==> src/rtl/ldpc_lane_pkg.sv <==
package ldpc_lane_pkg;

   typedef enum logic [1:0] {
      ST_IDLE  = 2'd0,
      ST_READ  = 2'd1,
      ST_WRITE = 2'd2,
      ST_DONE  = 2'd3
   } lane_state_e;

endpackage

==> src/rtl/lane_ctrl.sv <==
module lane_ctrl
   import ldpc_lane_pkg::*;
#(
   parameter int MAX_DEG = 16,
   parameter int DEG_W   = $clog2(MAX_DEG + 1),
   parameter int CNT_W   = $clog2(MAX_DEG)
) (
   input  logic             clk,
   input  logic             rst_n,
   input  logic             start,
   input  logic [DEG_W-1:0] deg,
   output lane_state_e      state,
   output logic [CNT_W-1:0] cnt,
   output logic             accept,
   output logic             busy
);

   logic [DEG_W-1:0] deg_q;
   logic             last_edge;

   assign accept    = start && (state == ST_IDLE);
   assign last_edge = (DEG_W'(cnt) == deg_q - DEG_W'(1));
   assign busy      = (state != ST_IDLE);

   always_ff @(posedge clk or negedge rst_n) begin
      if (!rst_n) begin
         state <= ST_IDLE;
         cnt   <= '0;
         deg_q <= '0;
      end else begin
         unique case (state)
            ST_IDLE: begin
               if (start) begin
                  deg_q <= deg;
                  cnt   <= '0;
                  state <= ST_READ;
               end
            end
            ST_READ: begin
               if (last_edge) begin
                  cnt   <= '0;
                  state <= ST_WRITE;
               end else begin
                  cnt <= cnt + CNT_W'(1);
               end
            end
            ST_WRITE: begin
               if (last_edge) begin
                  cnt   <= '0;
                  state <= ST_DONE;
               end else begin
                  cnt <= cnt + CNT_W'(1);
               end
            end
            default: state <= ST_IDLE;
         endcase
      end
   end

   // a degree is only accepted inside the supported range
   p_deg_legal_r9: assert property (@(posedge clk) disable iff (!rst_n)
      (start && state == ST_IDLE) |-> (deg >= 2 && deg <= MAX_DEG));

   // busy only ever rises on an accepted start
   p_busy_on_start_r10: assert property (@(posedge clk) disable iff (!rst_n)
      $rose(busy) |-> $past(start));

endmodule

==> src/rtl/lane_minsum.sv <==
module lane_minsum #(
   parameter int MSG_W   = 6,
   parameter int LLR_W   = 8,
   parameter int MAX_DEG = 16,
   parameter int CNT_W   = $clog2(MAX_DEG)
) (
   input  logic                    clk,
   input  logic                    rst_n,
   input  logic                    clear,
   input  logic                    upd,
   input  logic [CNT_W-1:0]        upd_idx,
   input  logic signed [LLR_W-1:0] q_in,
   input  logic                    qry_en,
   input  logic [CNT_W-1:0]        qry_idx,
   output logic signed [MSG_W-1:0] msg_out
);

   localparam int MAG_W   = MSG_W - 1;
   localparam int MAG_MAX = (1 << MAG_W) - 1;
   localparam int MSG_MIN = -(1 << (MSG_W - 1));

   logic signed [LLR_W:0]   q_ext;
   logic signed [LLR_W:0]   q_abs;
   logic [MAG_W-1:0]        mag;
   logic [MAG_W-1:0]        min1, min2, m_sel;
   logic [CNT_W-1:0]        min_idx;
   logic                    sgn_all, s_sel;
   logic [MAX_DEG-1:0]      signs;

   assign q_ext = {q_in[LLR_W-1], q_in};
   assign q_abs = (q_ext < 0) ? -q_ext : q_ext;
   assign mag   = (q_abs > MAG_MAX) ? MAG_W'(MAG_MAX) : q_abs[MAG_W-1:0];

   always_ff @(posedge clk or negedge rst_n) begin
      if (!rst_n) begin
         min1    <= MAG_W'(MAG_MAX);
         min2    <= MAG_W'(MAG_MAX);
         min_idx <= '0;
         sgn_all <= 1'b0;
         signs   <= '0;
      end else if (clear) begin
         min1    <= MAG_W'(MAG_MAX);
         min2    <= MAG_W'(MAG_MAX);
         min_idx <= '0;
         sgn_all <= 1'b0;
         signs   <= '0;
      end else if (upd) begin
         signs[upd_idx] <= q_in[LLR_W-1];
         sgn_all        <= sgn_all ^ q_in[LLR_W-1];
         if (mag < min1) begin
            min2    <= min1;
            min1    <= mag;
            min_idx <= upd_idx;
         end else if (mag < min2) begin
            min2 <= mag;
         end
      end
   end

   assign m_sel   = (qry_idx == min_idx) ? min2 : min1;
   assign s_sel   = sgn_all ^ signs[qry_idx];
   assign msg_out = s_sel ? -$signed({1'b0, m_sel}) : $signed({1'b0, m_sel});

   // magnitudes are clipped, so the most negative code never leaves
   p_msg_range_r3: assert property (@(posedge clk) disable iff (!rst_n)
      qry_en |-> (msg_out != MSG_W'(MSG_MIN)));

endmodule

==> src/rtl/lane_accum.sv <==
module lane_accum #(
   parameter int MSG_W   = 6,
   parameter int LLR_W   = 8,
   parameter int MAX_DEG = 16,
   parameter int ACC_W   = MSG_W + 1 + $clog2(MAX_DEG)
) (
   input  logic                    clk,
   input  logic                    rst_n,
   input  logic                    en,
   input  logic                    chain,
   input  logic signed [MSG_W-1:0] old_msg,
   input  logic signed [MSG_W-1:0] new_msg,
   input  logic signed [LLR_W-1:0] llr_in,
   output logic signed [LLR_W-1:0] llr_out
);

   localparam int SUM_W   = ((ACC_W > LLR_W) ? ACC_W : LLR_W) + 1;
   localparam int LLR_MAX = (1 << (LLR_W - 1)) - 1;
   localparam int LLR_MIN = -(1 << (LLR_W - 1));

   logic signed [MSG_W:0]   delta;
   logic signed [ACC_W-1:0] acc, acc_next;
   logic signed [SUM_W-1:0] sum;

   assign delta    = $signed({new_msg[MSG_W-1], new_msg}) - $signed({old_msg[MSG_W-1], old_msg});
   assign acc_next = (chain ? acc : ACC_W'(0)) + ACC_W'(delta);
   assign sum      = SUM_W'(llr_in) + SUM_W'(acc_next);

   always_comb begin
      if (sum > LLR_MAX)      llr_out = LLR_W'(LLR_MAX);
      else if (sum < LLR_MIN) llr_out = LLR_W'(LLR_MIN);
      else                    llr_out = sum[LLR_W-1:0];
   end

   always_ff @(posedge clk or negedge rst_n) begin
      if (!rst_n)  acc <= '0;
      else if (en) acc <= acc_next;
   end

endmodule

==> src/rtl/ldpc_multiedge_lane.sv <==
module ldpc_multiedge_lane
   import ldpc_lane_pkg::*;
#(
   parameter int MSG_W   = 6,
   parameter int LLR_W   = 8,
   parameter int MAX_DEG = 16,
   parameter int VAR_AW  = 6,
   parameter int EDGE_AW = 8,
   parameter int DEG_W   = $clog2(MAX_DEG + 1)
) (
   input  logic                      clk,
   input  logic                      rst_n,
   input  logic                      start,
   input  logic [DEG_W-1:0]          deg,
   input  logic [MAX_DEG*VAR_AW-1:0] var_idx,
   input  logic [MAX_DEG-1:0]        ovl_flag,
   input  logic [EDGE_AW-1:0]        edge_base,
   output logic                      busy,
   output logic                      done,
   output logic [VAR_AW-1:0]         llr_rd_addr,
   input  logic [LLR_W-1:0]          llr_rd_data,
   output logic                      llr_wr_en,
   output logic [VAR_AW-1:0]         llr_wr_addr,
   output logic [LLR_W-1:0]          llr_wr_data,
   output logic [EDGE_AW-1:0]        edge_rd_addr,
   input  logic [MSG_W-1:0]          edge_rd_data,
   output logic                      edge_wr_en,
   output logic [EDGE_AW-1:0]        edge_wr_addr,
   output logic [MSG_W-1:0]          edge_wr_data
);

   localparam int CNT_W   = $clog2(MAX_DEG);
   localparam int LLR_MAX = (1 << (LLR_W - 1)) - 1;
   localparam int LLR_MIN = -(1 << (LLR_W - 1));

   initial begin
      assert (MSG_W >= 2) else $error("MSG_W too small");
      assert (LLR_W >= MSG_W) else $error("LLR_W must cover MSG_W");
      assert (MAX_DEG >= 2) else $error("MAX_DEG below 2");
      assert (DEG_W >= $clog2(MAX_DEG + 1)) else $error("DEG_W too narrow");
   end

   lane_state_e              state;
   logic [CNT_W-1:0]         cnt;
   logic                     accept, rd_phase, wr_phase, chain;
   logic [MAX_DEG*VAR_AW-1:0] vidx_q;
   logic [MAX_DEG-1:0]       flag_q;
   logic [EDGE_AW-1:0]       base_q, edge_addr;
   logic [VAR_AW-1:0]        var_arr [MAX_DEG];
   logic signed [LLR_W-1:0]  l_arr   [MAX_DEG];
   logic signed [MSG_W-1:0]  o_arr   [MAX_DEG];
   logic signed [LLR_W:0]    q_wide;
   logic signed [LLR_W-1:0]  q_sat;
   logic signed [MSG_W-1:0]  msg_new;
   logic signed [LLR_W-1:0]  llr_new;

   lane_ctrl #(.MAX_DEG(MAX_DEG), .DEG_W(DEG_W), .CNT_W(CNT_W)) u_ctrl (
      .clk    (clk),
      .rst_n  (rst_n),
      .start  (start),
      .deg    (deg),
      .state  (state),
      .cnt    (cnt),
      .accept (accept),
      .busy   (busy)
   );

   assign rd_phase = (state == ST_READ);
   assign wr_phase = (state == ST_WRITE);
   assign done     = (state == ST_DONE);

   always_ff @(posedge clk or negedge rst_n) begin
      if (!rst_n) begin
         vidx_q <= '0;
         flag_q <= '0;
         base_q <= '0;
      end else if (accept) begin
         vidx_q <= var_idx;
         flag_q <= ovl_flag;
         base_q <= edge_base;
      end
   end

   for (genvar e = 0; e < MAX_DEG; e++) begin : g_slot
      assign var_arr[e] = vidx_q[e*VAR_AW +: VAR_AW];
   end

   assign edge_addr = base_q + EDGE_AW'(cnt);

   // variable-to-check input with saturation
   assign q_wide = $signed({llr_rd_data[LLR_W-1], llr_rd_data})
                 - $signed({{(LLR_W + 1 - MSG_W){edge_rd_data[MSG_W-1]}}, edge_rd_data});

   always_comb begin
      if (q_wide > LLR_MAX)      q_sat = LLR_W'(LLR_MAX);
      else if (q_wide < LLR_MIN) q_sat = LLR_W'(LLR_MIN);
      else                       q_sat = q_wide[LLR_W-1:0];
   end

   always_ff @(posedge clk) begin
      if (rd_phase) begin
         l_arr[cnt] <= llr_rd_data;
         o_arr[cnt] <= edge_rd_data;
      end
   end

   lane_minsum #(.MSG_W(MSG_W), .LLR_W(LLR_W), .MAX_DEG(MAX_DEG), .CNT_W(CNT_W)) u_minsum (
      .clk     (clk),
      .rst_n   (rst_n),
      .clear   (accept),
      .upd     (rd_phase),
      .upd_idx (cnt),
      .q_in    (q_sat),
      .qry_en  (wr_phase),
      .qry_idx (cnt),
      .msg_out (msg_new)
   );

   assign chain = wr_phase && flag_q[cnt] && (cnt != '0);

   lane_accum #(.MSG_W(MSG_W), .LLR_W(LLR_W), .MAX_DEG(MAX_DEG)) u_accum (
      .clk     (clk),
      .rst_n   (rst_n),
      .en      (wr_phase),
      .chain   (chain),
      .old_msg (o_arr[cnt]),
      .new_msg (msg_new),
      .llr_in  (l_arr[cnt]),
      .llr_out (llr_new)
   );

   assign llr_rd_addr  = var_arr[cnt];
   assign edge_rd_addr = edge_addr;
   assign llr_wr_en    = wr_phase;
   assign llr_wr_addr  = var_arr[cnt];
   assign llr_wr_data  = llr_new;
   assign edge_wr_en   = wr_phase;
   assign edge_wr_addr = edge_addr;
   assign edge_wr_data = msg_new;

   // no storage traffic while idle
   p_idle_quiet_r1: assert property (@(posedge clk) disable iff (!rst_n)
      !busy |-> (!llr_wr_en && !edge_wr_en));

   // done follows the last LLR write
   p_done_after_write_r10: assert property (@(posedge clk) disable iff (!rst_n)
      done |-> $past(llr_wr_en));

   // done lasts one cycle
   p_done_pulse_r10: assert property (@(posedge clk) disable iff (!rst_n)
      done |=> !done);

   // a chained write lands on the variable written just before it
   p_chain_same_var_r6: assert property (@(posedge clk) disable iff (!rst_n)
      chain |-> ($past(llr_wr_en) && llr_wr_addr == $past(llr_wr_addr)));

endmodule

==> config.mk <==
export PLATFORM = sky130hd
export DESIGN_NAME = ldpc_multiedge_lane
export DESIGN_NICKNAME = d
export VERILOG_FILES = /design/src/rtl/ldpc_lane_pkg.sv /design/src/rtl/lane_ctrl.sv /design/src/rtl/lane_minsum.sv /design/src/rtl/lane_accum.sv /design/src/rtl/ldpc_multiedge_lane.sv
export SDC_FILE = /design/constraint.sdc
export NUM_CORES = 1
export LEC_CHECK = 0
export BUFFER_PORTS_ARGS = -buffer_cell sky130_fd_sc_hd__buf_2
export CORE_AREA = 2 2 181 183
export DETAILED_ROUTE_END_ITERATION = 6
export DIE_AREA = 0 0 183 185
export PLACE_DENSITY = 0.8
export SLEW_MARGIN = 20
export SYNTH_ARGS = -nofsm -noshare
export SYNTH_HDL_FRONTEND = slang
export SYNTH_SLANG_ARGS = --single-unit
export TNS_END_PERCENT = 50
==> constraint.sdc <==
create_clock -name clk -period 7.31 [get_ports clk]
set_clock_uncertainty 0.05 [all_clocks]
set_input_delay 0.3655 -clock clk [delete_from_list [all_inputs] [get_ports clk]]
set_output_delay 0.3655 -clock clk [all_outputs]
set_load 0.01 [all_outputs]
### Yosys cells after proc, flatten, opt, wreduce, memory -nomap -nowiden

Memory sizes are Yosys's and may differ from the RTL's.
Cells that the tools add are included.

| word-level totals | value |
|---|---|
| flip-flop bits (word level) | 173 |
| bits in writable memories | 224 |
| bits of input ports | 142 |
| output and inout port bits | 46 |
| word-level logic and storage cells | 104 |
| memories | 2 |

Memory list:

| memory | words | bits a word | rd ports | clocked after Yosys merged registers in | write ports | line | text |
|---|---|---|---|---|---|---|---|
| l_arr | 16 | 8 | 1 | 0 | 1 | ldpc_multiedge_lane.sv:50 | `logic signed [LLR_W-1:0] l_arr [MAX_DEG];` |
| o_arr | 16 | 6 | 1 | 0 | 1 | ldpc_multiedge_lane.sv:51 | `logic signed [MSG_W-1:0] o_arr [MAX_DEG];` |

| cells by class | value |
|---|---|
| add/subtract/negate cells | 9 |
| $lt $le $gt $ge | 11 |
| equality and inequality tests | 8 |
| mux-type cells | 42 |
| bitwise gates (word level) | 3 |
| reductions and logical operators | 17 |

Operator list:

| operator | number |
|---|---|
| $mux 5 | 9 |
| $mux 16 | 2 |
| $mux 8 | 4 |
| $bmux 6 s4 | 1 |
| $mux 4 | 5 |
| $mux 6 | 3 |
| $bwmux 16 | 1 |
| $add 8x11->12 | 1 |
| $gt 12x8->1 const B | 1 |
| $lt 12x8->1 const B | 1 |
| $add 11x7->11 | 1 |
| $mux 11 | 1 |
| $lt 5x5->1 | 2 |
| $gt 9x6->1 const B | 1 |
| $gt 9x8->1 const B | 1 |
| $lt 9x8->1 const B | 1 |
| $mux 9 | 1 |
| $neg 8->9 | 1 |
| $sub 8x6->9 | 1 |
| $add 8x4->8 | 1 |
| $bmux 1 s4 | 2 |
| $lt 8x1->1 const B | 1 |
| $pmux 4 s2 | 1 |
| $reduce_and 2->1 | 4 |
| other kinds (26) | 43 |

### Longest topological paths before layout

Gate-level depths: netlist (run 1).

| logic depth | value |
|---|---|
| depth in word-level cells | 13 |
| depth in mapped cells | 30 |
| depth with buffers taken out | 26 |

### By module

From an unflattened synthesis (run 1), not the netlist that was laid out.

| second synthesis, totals | value |
|---|---|
| cells, all modules | 1281 |
| area, all modules | 19567.5 µm² |

Modules (own cells, without submodules):

| module | times used | cells an instance | area an instance (µm²) | seq. area each (µm²) |
|---|---|---|---|---|
| ldpc_multiedge_lane | 1 | 739 | 14655.3 | 9729.3 |
| lane_minsum | 1 | 226 | 2173.3 | 788.3 |
| lane_accum | 1 | 244 | 2013.2 | 275.3 |
| lane_ctrl | 1 | 72 | 725.7 | 275.3 |

### Least setup slack after synthesis (run 1)

No wires, ideal clock.

| timing path | value |
|---|---|
| path kind | flip-flop to output port |
| start point | register u_ctrl.cnt[0] |
| end point | output port llr_wr_data[0] |
| arrival time | 6.171 ns |
| setup slack | 0.724 ns |
| stages on the path, launching flop included | 24 |
| buffers on the path | 4 |
| path through | dfrtp_1 > buf_6 > buf_12 > buf_2 > buf_1 > mux4_2 > mux4_2 > fa_1 > inv_1 > ha_1 > a21o_1 > a21oi_1 > o21bai_1 > a21oi_1 > o21bai_1 > a211o_1 > a31oi_1 > xnor2_1 > ha_1 > inv_1 > o21ai_0 > mux2_2 > o41ai_1 > o21ai_0 |

| on the way | value |
|---|---|
| cells in the longest elaborated chain, start to end | 10 |
| elaborated cells on any way between the ends | 22 |
| those cells by class | add/sub: 4; order compare: 2; eq/ne: 1; mux: 9; bitwise: 1; reduce/logical: 3; memory: 2 |

RTL lines:

| element | line | text |
|---|---|---|
| start, declared | lane_ctrl.sv:13 | `output logic [CNT_W-1:0] cnt,` |
| start signal, assigned | lane_ctrl.sv:44 | `cnt <= cnt + CNT_W'(1);` |
| start signal, assigned | lane_ctrl.sv:52 | `cnt <= cnt + CNT_W'(1);` |
| $eq 4x4->1, or another cell as far along | lane_minsum.sv:60 | `assign m_sel = (qry_idx == min_idx) ? min2 : min1;` |
| $mux 5, or another cell as far along | lane_minsum.sv:60 |  |
| $neg 5->6, or another cell as far along | lane_minsum.sv:62 | `assign msg_out = s_sel ? -$signed({1'b0, m_sel}) : $signed({1'b0, m_sel});` |
| $mux 6 / $logic_and 1x1->1 (equally long branches) | lane_minsum.sv:62, ldpc_multiedge_lane.sv:119 |  |
| $sub 6x6->7 / $mux 11 (equally long branches) | lane_accum.sv:25, lane_accum.sv:26 |  |
| $add 11x7->11 (*) | lane_accum.sv:26 | `assign acc_next = (chain ? acc : ACC_W'(0)) + ACC_W'(delta);` |
| named net u_accum.acc_next[9] | lane_accum.sv:22 | `logic signed [ACC_W-1:0] acc, acc_next;` |
| $add 8x11->12 (*) | lane_accum.sv:27 | `assign sum = SUM_W'(llr_in) + SUM_W'(acc_next);` |
| $lt 12x8->1 | lane_accum.sv:31 | `else if (sum < LLR_MIN) llr_out = LLR_W'(LLR_MIN);` |
| $mux 8 | lane_accum.sv:31 |  |
| $mux 8 (*) | lane_accum.sv:30 | `if (sum > LLR_MAX) llr_out = LLR_W'(LLR_MAX);` |
| end, declared | ldpc_multiedge_lane.sv:24 | `output logic [LLR_W-1:0] llr_wr_data,` |

The timed path passes the listed nets; every way through them passes the cells marked *. The select of a mux whose other input is x is not followed.

### Final worst setup path (run 1)

| timing path | value |
|---|---|
| start point | register u_ctrl.cnt[0] |
| end point | output port llr_wr_data[4] |

The elaborated chain is that of the path after synthesis.

==> impl_metrics.py, run 1 <==
metrics = {
    "critical_path": {
        "crit_fanout": 8,
        "r2r-end": "u_accum.acc[10]",
        "cp_top_family": "compound AO/OA/AOI/OAI gates",
        "slowest_delay_ns": 0.57,
        "worst_path_max_delay_cell": "mux4_2",
        "rrSetupSlack_ns": 2.36,
        "r2r.worst_path.cells": 17,
        "cp_cell_sequence": "mux4_1 > mux4_2 > xnor2_4 > nor2_1 > a21o_1 > fa_1 > inv_1 > fa_1 > a21o_1 > a21oi_1 > o21ai_0 > o21ai_0 > nand2b_1 > a21oi_1 > o21a_1 > xnor2_1 > ha_1 > nand2b_1 > o41a_1 > a41oi_2 > o21ai_0 > buf_2",
        "cp_num_buf_inv": 2,
        "crit_path_end_kind": "output pin",
        "regToRegStartpoint": "u_ctrl.cnt[0]",
        "critPathMostFrequentCell": "o21ai_0",
        "startpoint_type": "register",
        "required_ns": 6.89,
        "cp_data_arrival_time_ns": 6.58,
        "crit_type": "reg -> out",
    },
    "yosys": {
        "synth_top_family_by_area": "multiplexers",
        "muxShareOfSynthArea_pct": 14.70,
        "ys_types": 65,
        "synthAdderAreaFrac_pct": 4.918,
        "synth-simple-area-share_pct": 11.65,
        "async_flop_share_pct": 43.58,
        "synth_edf_count": 224,
        "ys_seq_area_share_pct": 58.31,
        "syn_inst": 1478,
        "syn_nets": 1686,
        "synth_compound_area_share_pct": 4.733,
        "avgSynthCellArea_um2": 12.84,
        "yosysWarnings": 0,
        "synth_top_flop_cell": "edfxtp_1",
        "syn_area_um2": 18980,
        "synth-xor-area-share_pct": 2.261,
        "synth_seq_cells": 397,
    },
    "min_path": {
        "whs_endpoint": "vidx_q[61]",
        "hp-start": "var_idx[61]",
        "whs_path_depth": 3,
        "hp-class": "in -> reg",
    },
    "drt": {
        "firstDrtPassIters": 7,
        "wire_per_inst_um": 23.76,
        "ant_nets": 0,
        "avgViaCountPerCell": 6.174,
        "finalWirelength_um": 52640,
        "drc": 1,
        "vias": 13680,
        "drtIter0Drc": 1387,
    },
    "run": {
        "drv_cap": 0,
    },
    "placed_design": {
        "gp_congestion": 0.8815,
        "hpwlAfterDp_um": 29680,
        "portBuffers": 187,
        "placed_cell_area_um2": 20290,
    },
    "floorplanning": {
        "die_x_um": 183,
        "io_pins": 188,
        "rows": 66,
        "die_y_um": 185,
        "core_area_um2": 32040,
        "start_util_pct": 59.24,
        "dieArea_um2": 33860,
    },
    "grt": {
        "antenna_found_initial": 8,
        "grtUsageTotal_pct": 31.42,
        "grt_max_degree": 114,
        "grt_pass1_wl_um": 79300,
        "grt.overflow.total": 0,
        "grt_pass1_vias": 13760,
    },
    "clock_network": {
        "clk_latency_ns": 0.55,
        "h-tree-depth": 2,
        "cts_sinks": 397,
        "clk_path_buf_depth": 3,
        "cts_buffers": 40,
        "cts-root-buf": "clkbuf_16",
        "cts_tree": "built",
        "clk_pin_slew_worst_paths_ns": 0.06,
    },
    "finish": {
        "area_growth_pct": 20.09,
        "final_cell_area_um2": 22790,
        "fin_nets": 1976,
        "drive_gt1_share_pct": 23.68,
    },
    "timing": {
        "finalHoldViolCount": 0,
        "report.final.slew_viol_count": 0,
        "final.min_clock_period_ns": 6.997,
        "finalCritPeriodShare_pct": 95.72,
        "fmax_mhz": 142.9,
        "max_slew_margin_pct": 29.55,
        "tightest_slew_ns": 1.057,
        "finalSetupViolCount": 0,
    },
    "status": {
        "outcome": "complete, but fails checks",
        "failed_checks": "design-rule violations",
    },
}
## per-layer routing
| layer | GRT usage [%] | wire, µm |
|---|---|---|
| met2 | 51.88 | 25820 |
| met3 | 5.840 | 4300 |
| met4 | 16.26 | 2929 |
| met5 | 0 | 41 |
| met1 | 40.28 | 19550 |
## cell usage in the layout, fill, tap and decap left out, types with 40 or more instances in the layout
| master | n |
|---|---|
| buf_2 | 186 |
| clkbuf_16 | 40 |
| dfrtp_1 | 159 |
| dlygate4sd3_1 | 112 |
| edfxtp_1 | 224 |
| ha_1 | 53 |
| inv_1 | 65 |
| mux4_2 | 102 |
| nand2_1 | 408 |
| nor2_1 | 68 |
## flip-flops by register name (all words and copies together) (netlist names), 5 cells and up
register,cells
vidx_q,96
o_arr,96
u_minsum.min1,5
u_minsum.min2,5
u_minsum.signs,16
flag_q,16
base_q,8
u_ctrl.deg_q,5
u_accum.acc,11
l_arr,128
## worst max-delay path by stage
stage                             start        endpoint  cells after the start
after detailed placement  u_ctrl.cnt[0]  llr_wr_data[4]                     23
final                     u_ctrl.cnt[0]  llr_wr_data[4]                     22
after floorplan           u_ctrl.cnt[0]  llr_wr_data[0]                     23
after global placement    u_ctrl.cnt[0]  llr_wr_data[3]                     23
after CTS                 u_ctrl.cnt[0]  llr_wr_data[4]                     22
after global routing      u_ctrl.cnt[0]  llr_wr_data[4]                     22
## synth_stat cells, types with 18 or more instances
library cell | number | area, µm²
inv_1 | 65 | 244.0
xnor2_1 | 32 | 280.3
clkbuf_1 | 48 | 180.2
nor2_1 | 68 | 255.2
a211oi_1 | 18 | 135.1
ha_1 | 53 | 663.1
mux4_2 | 102 | 2297
o21ai_0 | 38 | 190.2
dfrtp_1 | 163 | 4079
a21oi_1 | 29 | 145.1
nand2_1 | 409 | 1535
edfxtp_1 | 224 | 6726
## through the flow
step           worst slack, ns  hold WS, ns  utilization, %  setup TNS, ns  instances
4_1_cts                 0.1119    0.0003006           70.90              0       2203
3_3_place_gp            0.5820       0.4019           63.34              0       2018
3_5_place_dp            0.4766       0.4072           63.34              0       2018
5_1_grt              -0.002172     0.004479           71.09      -0.002172       2210
2_1_floorplan           0.7238      0.01991               -              0       1478
6_report                0.3131     0.002297           71.14              0       2216
## kinds of logic (layout without fill, tap and decap cells)
family	after synthesis	in the layout
and+or+nand+nor	545	545
DFF	397	397
buffers and inverters	149	470
muxes	138	138
AOI/OAI and AO/OA	136	136
adders and majority gates	67	67
xor gates and xnor gates	46	46
other	0	9
## worst min-delay path, delay by kind of cell
family / cells / cell delay, ns
simple gates: 2 / 0.10
buf+inv: 1 / 0.09
## timing repair
| item | in CTS | in global routing |
|---|---|---|
| endpoints found under the setup margin | 7 | 7 |
| hold buffers | 112 | 0 |
| endpoints found under the hold margin | 215 | 0 |
| pin swaps | 0 | 2 |
| resized for setup | 1 | 3 |
| buffers inserted | 0 | 4 |
## cell type report
cell class | instances | area, µm²
Clock inverter | 26 | 266.5
Sequential cell | 397 | 11080
Clock buffer | 47 | 1027
Antenna cell | 9 | 22.52
Tap cell | 408 | 510.5
Timing Repair Buffer | 331 | 2322
Fill cell | 1963 | 9248
Multi-Input combinational cell | 932 | 7318
Inverter | 66 | 247.7
Power of run 1 is not shown: default switching activity piles up to over one toggle a cycle in this logic, so the estimate is an artifact.
==> inputs of run 2 (changes only) <==
--- a/config.mk
+++ b/config.mk
@@ -5,11 +5,12 @@
 export SDC_FILE = /design/constraint.sdc
 export NUM_CORES = 1
 export LEC_CHECK = 0
-export BUFFER_PORTS_ARGS = -buffer_cell sky130_fd_sc_hd__buf_2
-export CORE_AREA = 2 2 181 183
+export CAP_MARGIN = 40
+export CORE_AREA = 2 2 176 178
 export DETAILED_ROUTE_END_ITERATION = 6
-export DIE_AREA = 0 0 183 185
-export PLACE_DENSITY = 0.8
+export DIE_AREA = 0 0 178 180
+export DONT_BUFFER_PORTS = 1
+export PLACE_DENSITY = 0.79
 export SLEW_MARGIN = 20
 export SYNTH_ARGS = -nofsm -noshare
 export SYNTH_HDL_FRONTEND = slang
==> run 2 against run 1 <==
The flow now finishes without violations. Design area down 1.8%. Setup slack worse by 0.0089 ns. First-iteration DRC count up 23%. Critical path type unchanged.
==> impl_metrics.py, run 2 (synthesis gave the netlist of run 1 again) <==
metrics = {
    "finish": {
        "reg.largest.list": "l_arr (128), o_arr (96), vidx_q (96)",
        "final_cell_mix": "nand2_1 (408), edfxtp_1 (224), dfrtp_1 (159), dlygate4sd3_1 (140), mux4_2 (102)",
        "fin_nets": 1831,
        "area_growth_pct": 17.90,
        "multi_input_area_um2": 7335,
        "drive_gt1_share_pct": 15.65,
        "layout.area.seq_um2": 11080,
        "largest_register_ffs": 128,
        "final_core_util_pct": 74.13,
        "largest-register": "l_arr",
        "layout_commonest_cell": "nand2_1",
        "nFillCells": 1641,
    },
    "timing": {
        "setup_tns_ns": 0,
        "max_slew_margin_pct": 39.38,
        "final.min_clock_period_ns": 7.006,
        "finalCritPeriodShare_pct": 95.84,
        "fmax_mhz": 142.7,
        "report.final.slew_viol_count": 0,
        "finalHoldViolCount": 0,
        "finalSetupViolCount": 0,
        "rsz0062_at_grt": "false",
        "tightest_slew_ns": 0.9094,
        "whs_ns": 0.003729,
    },
    "critical_path": {
        "required_ns": 6.89,
        "worst_path_max_delay_cell": "mux4_1",
        "cp_data_arrival_time_ns": 6.59,
        "slowest_delay_ns": 0.57,
        "cp_cell_sequence": "mux4_1 > mux4_2 > xnor2_4 > nor2_1 > a21o_1 > fa_1 > inv_1 > ha_1 > a21o_1 > a21oi_1 > o21bai_1 > a21oi_2 > o21bai_1 > a211o_1 > a31oi_1 > xnor2_1 > ha_1 > inv_1 > o21ai_0 > mux2_2 > o41ai_4 > o21ai_0 > buf_4",
        "startpoint_type": "register",
        "crit_path_end_kind": "output pin",
        "crit_fanout": 7,
        "crit_type": "reg -> out",
    },
    "floorplanning": {
        "rows": 64,
        "start_util_pct": 62.87,
        "dieArea_um2": 32040,
        "core_area_um2": 30190,
        "die_x_um": 178,
        "die_y_um": 180,
        "io_pins": 188,
    },
    "grt": {
        "grtUsageTotal_pct": 33.21,
        "grt_pass1_vias": 13550,
        "grt_max_degree": 174,
        "grt_pass1_wl_um": 79180,
        "antenna_found_initial": 7,
        "grt.overflow.total": 0,
    },
    "clock_network": {
        "cts_sinks": 397,
        "cts-root-buf": "clkbuf_16",
        "cts_buffers": 41,
        "cts_tree": "built",
        "clk_pin_slew_worst_paths_ns": 0.06,
        "h-tree-depth": 2,
        "clk_latency_ns": 0.57,
        "clk_path_buf_depth": 3,
    },
    "placed_design": {
        "hpwlAfterDp_um": 29130,
        "portBuffers": 0,
        "gp_congestion": 0.9261,
    },
    "drt": {
        "ant_nets": 0,
        "drc": 0,
        "firstDrtPassIters": 7,
        "drtIter0Drc": 1709,
        "wire_per_inst_um": 25.50,
        "vias": 13190,
        "finalWirelength_um": 52470,
        "avgViaCountPerCell": 6.408,
    },
    "run": {
        "drv_cap": 0,
    },
    "status": {
        "outcome": "finished, final reports clean",
    },
    "min_path": {
        "hp-class": "in -> reg",
    },
}
-- run 2: final cells by class --
type,count,share of cell area (%)
inverter,66,1.107
clock buffer,50,4.825
antenna,7,0.07828
multi-input combinational,932,32.78
clock inverter,25,1.392
tap,396,2.214
timing repair buffer,185,8.102
sequential,397,49.51
-- run 2: path summary, 6_finish.rpt --
check                         startpoint          endpoint  slack, ns  depth (start not counted)
max                        u_ctrl.cnt[0]    llr_wr_data[0]       0.30                         23
min                                start  u_minsum.min1[2]      0.004                          2
max reg2reg                u_ctrl.cnt[0]    u_accum.acc[9]       2.40                         17
min reg2reg                   vidx_q[18]        vidx_q[18]       0.43                          2
max in group asynchronous          rst_n        vidx_q[57]       6.04                          2
min in group asynchronous          rst_n        flag_q[10]       0.43                          2
-- run 2: per-stage QoR --
stage	instance area (µm²)	instances	worst slack, ns
6_report	22380	2058	0.3042
5_1_grt	22380	2057	0.007577
4_1_cts	22270	2046	0.03042
3_5_place_dp	19430	1829	0.2565
3_3_place_gp	19380	1825	0.4999
2_1_floorplan	18980	1478	0.7238
-- run 2: what timing repair did --
| item | in CTS | in global routing |
|---|---|---|
| pin swaps | 0 | 1 |
| endpoints found under the hold margin | 522 | 0 |
| gates resized for setup | 1 | 7 |
| endpoints found under the setup margin | 7 | 7 |
| buffers inserted | 1 | 4 |
| hold buffers | 141 | 0 |
-- run 2: layer usage --
layer	global-route usage (%)	up-vias	wire length, µm
met2	54.91	914	26430
met1	42.43	6513	18770
met3	6.641	226	4731
met5	0	-	0
met4	15.57	0	2536
li1	-	5535	-
-- run 2: critical path: cells and delay by family (launching register included) --
kind / cells / cell delay [ns]
AOI/OAI and AO/OA: 11 / 2.12
adders and majority gates: 3 / 1.14
xor gates and xnor gates: 2 / 0.39
and+or+nand+nor: 1 / 0.06
buffers and inverters: 3 / 0.36
DFF: 1 / 0.50
muxes: 3 / 1.43
Power of run 2 is left out for the same reason.
==> inputs of run 3 (changes only) <==
--- a/config.mk
+++ b/config.mk
@@ -6,9 +6,9 @@
 export NUM_CORES = 1
 export LEC_CHECK = 0
 export CAP_MARGIN = 40
-export CORE_AREA = 2 2 176 178
+export CORE_AREA = 2 2 202 155
 export DETAILED_ROUTE_END_ITERATION = 6
-export DIE_AREA = 0 0 178 180
+export DIE_AREA = 0 0 204 157
 export DONT_BUFFER_PORTS = 1
 export PLACE_DENSITY = 0.79
 export SLEW_MARGIN = 20
==> run 3 against run 2 <==
Non-clock buffer count grew 2. Setup slack improved by 0.031 ns. Register-to-register slack improved by 0.05 ns. Fmax is 0.44% higher.
==> impl_metrics.py, run 3 (synthesis gave the netlist of run 1 again) <==
metrics = {
    "status": {
        "outcome": "finished, final reports clean",
    },
    "run": {
        "drv_cap": 0,
    },
    "drt": {
        "drtIter0Drc": 1828,
        "avgViaCountPerCell": 6.344,
        "dr.max_layer_used": "met4",
        "finalWirelength_um": 52650,
        "ant_nets": 0,
        "wl_met1_um": 20240,
        "drc": 0,
        "dr_wl_met2_um": 25290,
        "vias": 13030,
        "firstDrtPassIters": 6,
        "wire_per_inst_um": 25.63,
        "routed-wl-met3_um": 5142,
    },
    "floorplanning": {
        "core_area_um2": 29870,
        "rows": 55,
        "start_util_pct": 63.55,
        "die_x_um": 204,
        "io_pins": 188,
        "die_y_um": 157,
        "dieArea_um2": 32030,
    },
    "finish": {
        "final_cell_area_um2": 22300,
        "layout.area.seq_um2": 11080,
        "fin_nets": 1830,
        "nFillCells": 1753,
        "largest_register_ffs": 128,
        "area_growth_pct": 17.47,
        "final_cell_mix": "nand2_1 (408), edfxtp_1 (224), dfrtp_1 (159), dlygate4sd3_1 (140), mux4_2 (102)",
        "layout_commonest_cell": "nand2_1",
        "reg.largest.list": "l_arr (128), o_arr (96), vidx_q (96)",
        "final_core_util_pct": 74.65,
        "largest-register": "l_arr",
        "multi_input_area_um2": 7345,
        "drive_gt1_share_pct": 15.39,
    },
    "grt": {
        "grt_max_degree": 174,
        "antenna_found_initial": 2,
        "grt_pass1_vias": 13070,
        "grtUsageTotal_pct": 33.18,
        "grt.overflow.total": 0,
        "grt_pass1_wl_um": 78220,
    },
    "min_path": {
        "whs_path_depth": 2,
        "hp-class": "in -> reg",
        "hp-start": "start",
        "whs_endpoint": "u_minsum.min1[3]",
    },
    "timing": {
        "finalCritPeriodShare_pct": 95.42,
        "whs_ns": 0.08028,
        "tightest_slew_ns": 0.9043,
        "finalSetupViolCount": 0,
        "max_slew_margin_pct": 39.71,
        "finalHoldViolCount": 0,
        "report.final.slew_viol_count": 0,
        "fmax_mhz": 143.4,
        "final.min_clock_period_ns": 6.975,
        "setup_slack_ns": 0.3350,
    },
    "clock_network": {
        "cts_tree": "built",
        "clk_latency_ns": 0.54,
        "clk_path_buf_depth": 3,
        "clk_pin_slew_worst_paths_ns": 0.07,
        "cts-root-buf": "clkbuf_16",
        "cts_buffers": 38,
        "h-tree-depth": 2,
        "cts_sinks": 397,
    },
    "critical_path": {
        "crit_type": "reg -> out",
        "required_ns": 6.89,
        "regToRegStartpoint": "u_ctrl.cnt[1]",
        "rrSetupSlack_ns": 2.45,
        "r2r-end": "u_accum.acc[9]",
        "cp_data_arrival_time_ns": 6.56,
        "crit_path_end_kind": "output pin",
        "startpoint_type": "register",
        "crit_fanout": 26,
        "r2r.worst_path.cells": 17,
    },
    "placed_design": {
        "gp_congestion": 0.8868,
        "placed_cell_area_um2": 19430,
        "portBuffers": 0,
        "hpwlAfterDp_um": 29530,
        "dp_slack_ns": 0.2718,
    },
}
run 3: cell types whose count changed in the layout (fill, tap and decap cells not counted), sizes merged:
| cell | delta |
|---|---|
| clkinv | -1 |
| clkinvlp | -3 |
| buf | +2 |
| diode | -2 |
| inv | -1 |
| clkbuf | -2 |
run 3: stage by stage:
step,TNS [ns],instances
floorplan,0,1478
global placement,0,1829
detailed placement,0,1830
CTS,0,2040
global route,-0.1425,2050
finish,0,2054
run 3: final cells by class:
| cell class | count | share of cell area, % |
|---|---|---|
| timing repair buffer | 187 | 8.232 |
| antenna | 5 | 0.05612 |
| clock buffer | 48 | 4.658 |
| inverter | 66 | 1.111 |
| multi-input combinational | 932 | 32.94 |
| clock inverter | 20 | 1.077 |
| tap | 399 | 2.239 |
| sequential | 397 | 49.69 |
run 3: repair_timing:
item,4_1_cts,5_1_grt
setup buffers,1,6
hold buffers,141,0
resized for setup,2,9
endpoints found under the setup margin,7,7
pin swaps,0,3
hold endpoints to repair,522,0
run 3: worst max-delay path by stage:
stage	from	end	slack, ns	cells past startpoint
3_3_place_gp	u_ctrl.cnt[0]	llr_wr_data[4]	0.53	23
3_5_place_dp	u_ctrl.cnt[0]	llr_wr_data[5]	0.27	23
4_1_cts	u_ctrl.cnt[0]	llr_wr_data[5]	0.07	23
6_report	u_ctrl.cnt[1]	llr_wr_data[6]	0.33	19
2_1_floorplan	u_ctrl.cnt[0]	llr_wr_data[0]	0.72	23
5_1_grt	u_ctrl.cnt[0]	llr_wr_data[6]	-0.08	29
run 3: layer usage:
layer / track usage, % / vias to the layer above
met5: 0 / -
met4: 12.59 / 0
met3: 6.480 / 174
met2: 53.51 / 867
met1: 45.59 / 6465
li1: - / 5525
run 3: critical path, stage by stage (launching register included):
cell	delay, ns
dfrtp_4	0.69
mux4_1	0.37
mux4_2	0.58
xnor2_4	0.21
nor2_1	0.06
a21o_1	0.19
fa_1	0.54
inv_1	0.07
fa_1	0.64
ha_1	0.27
a21o_1	0.16
a21oi_1	0.21
o21bai_1	0.11
a2111o_1	0.46
a31oi_1	0.26
o21bai_1	0.11
xnor2_1	0.22
o41ai_4	0.50
o21ai_0	0.19
buf_4	0.18
Power of run 3 is left out for the same reason.
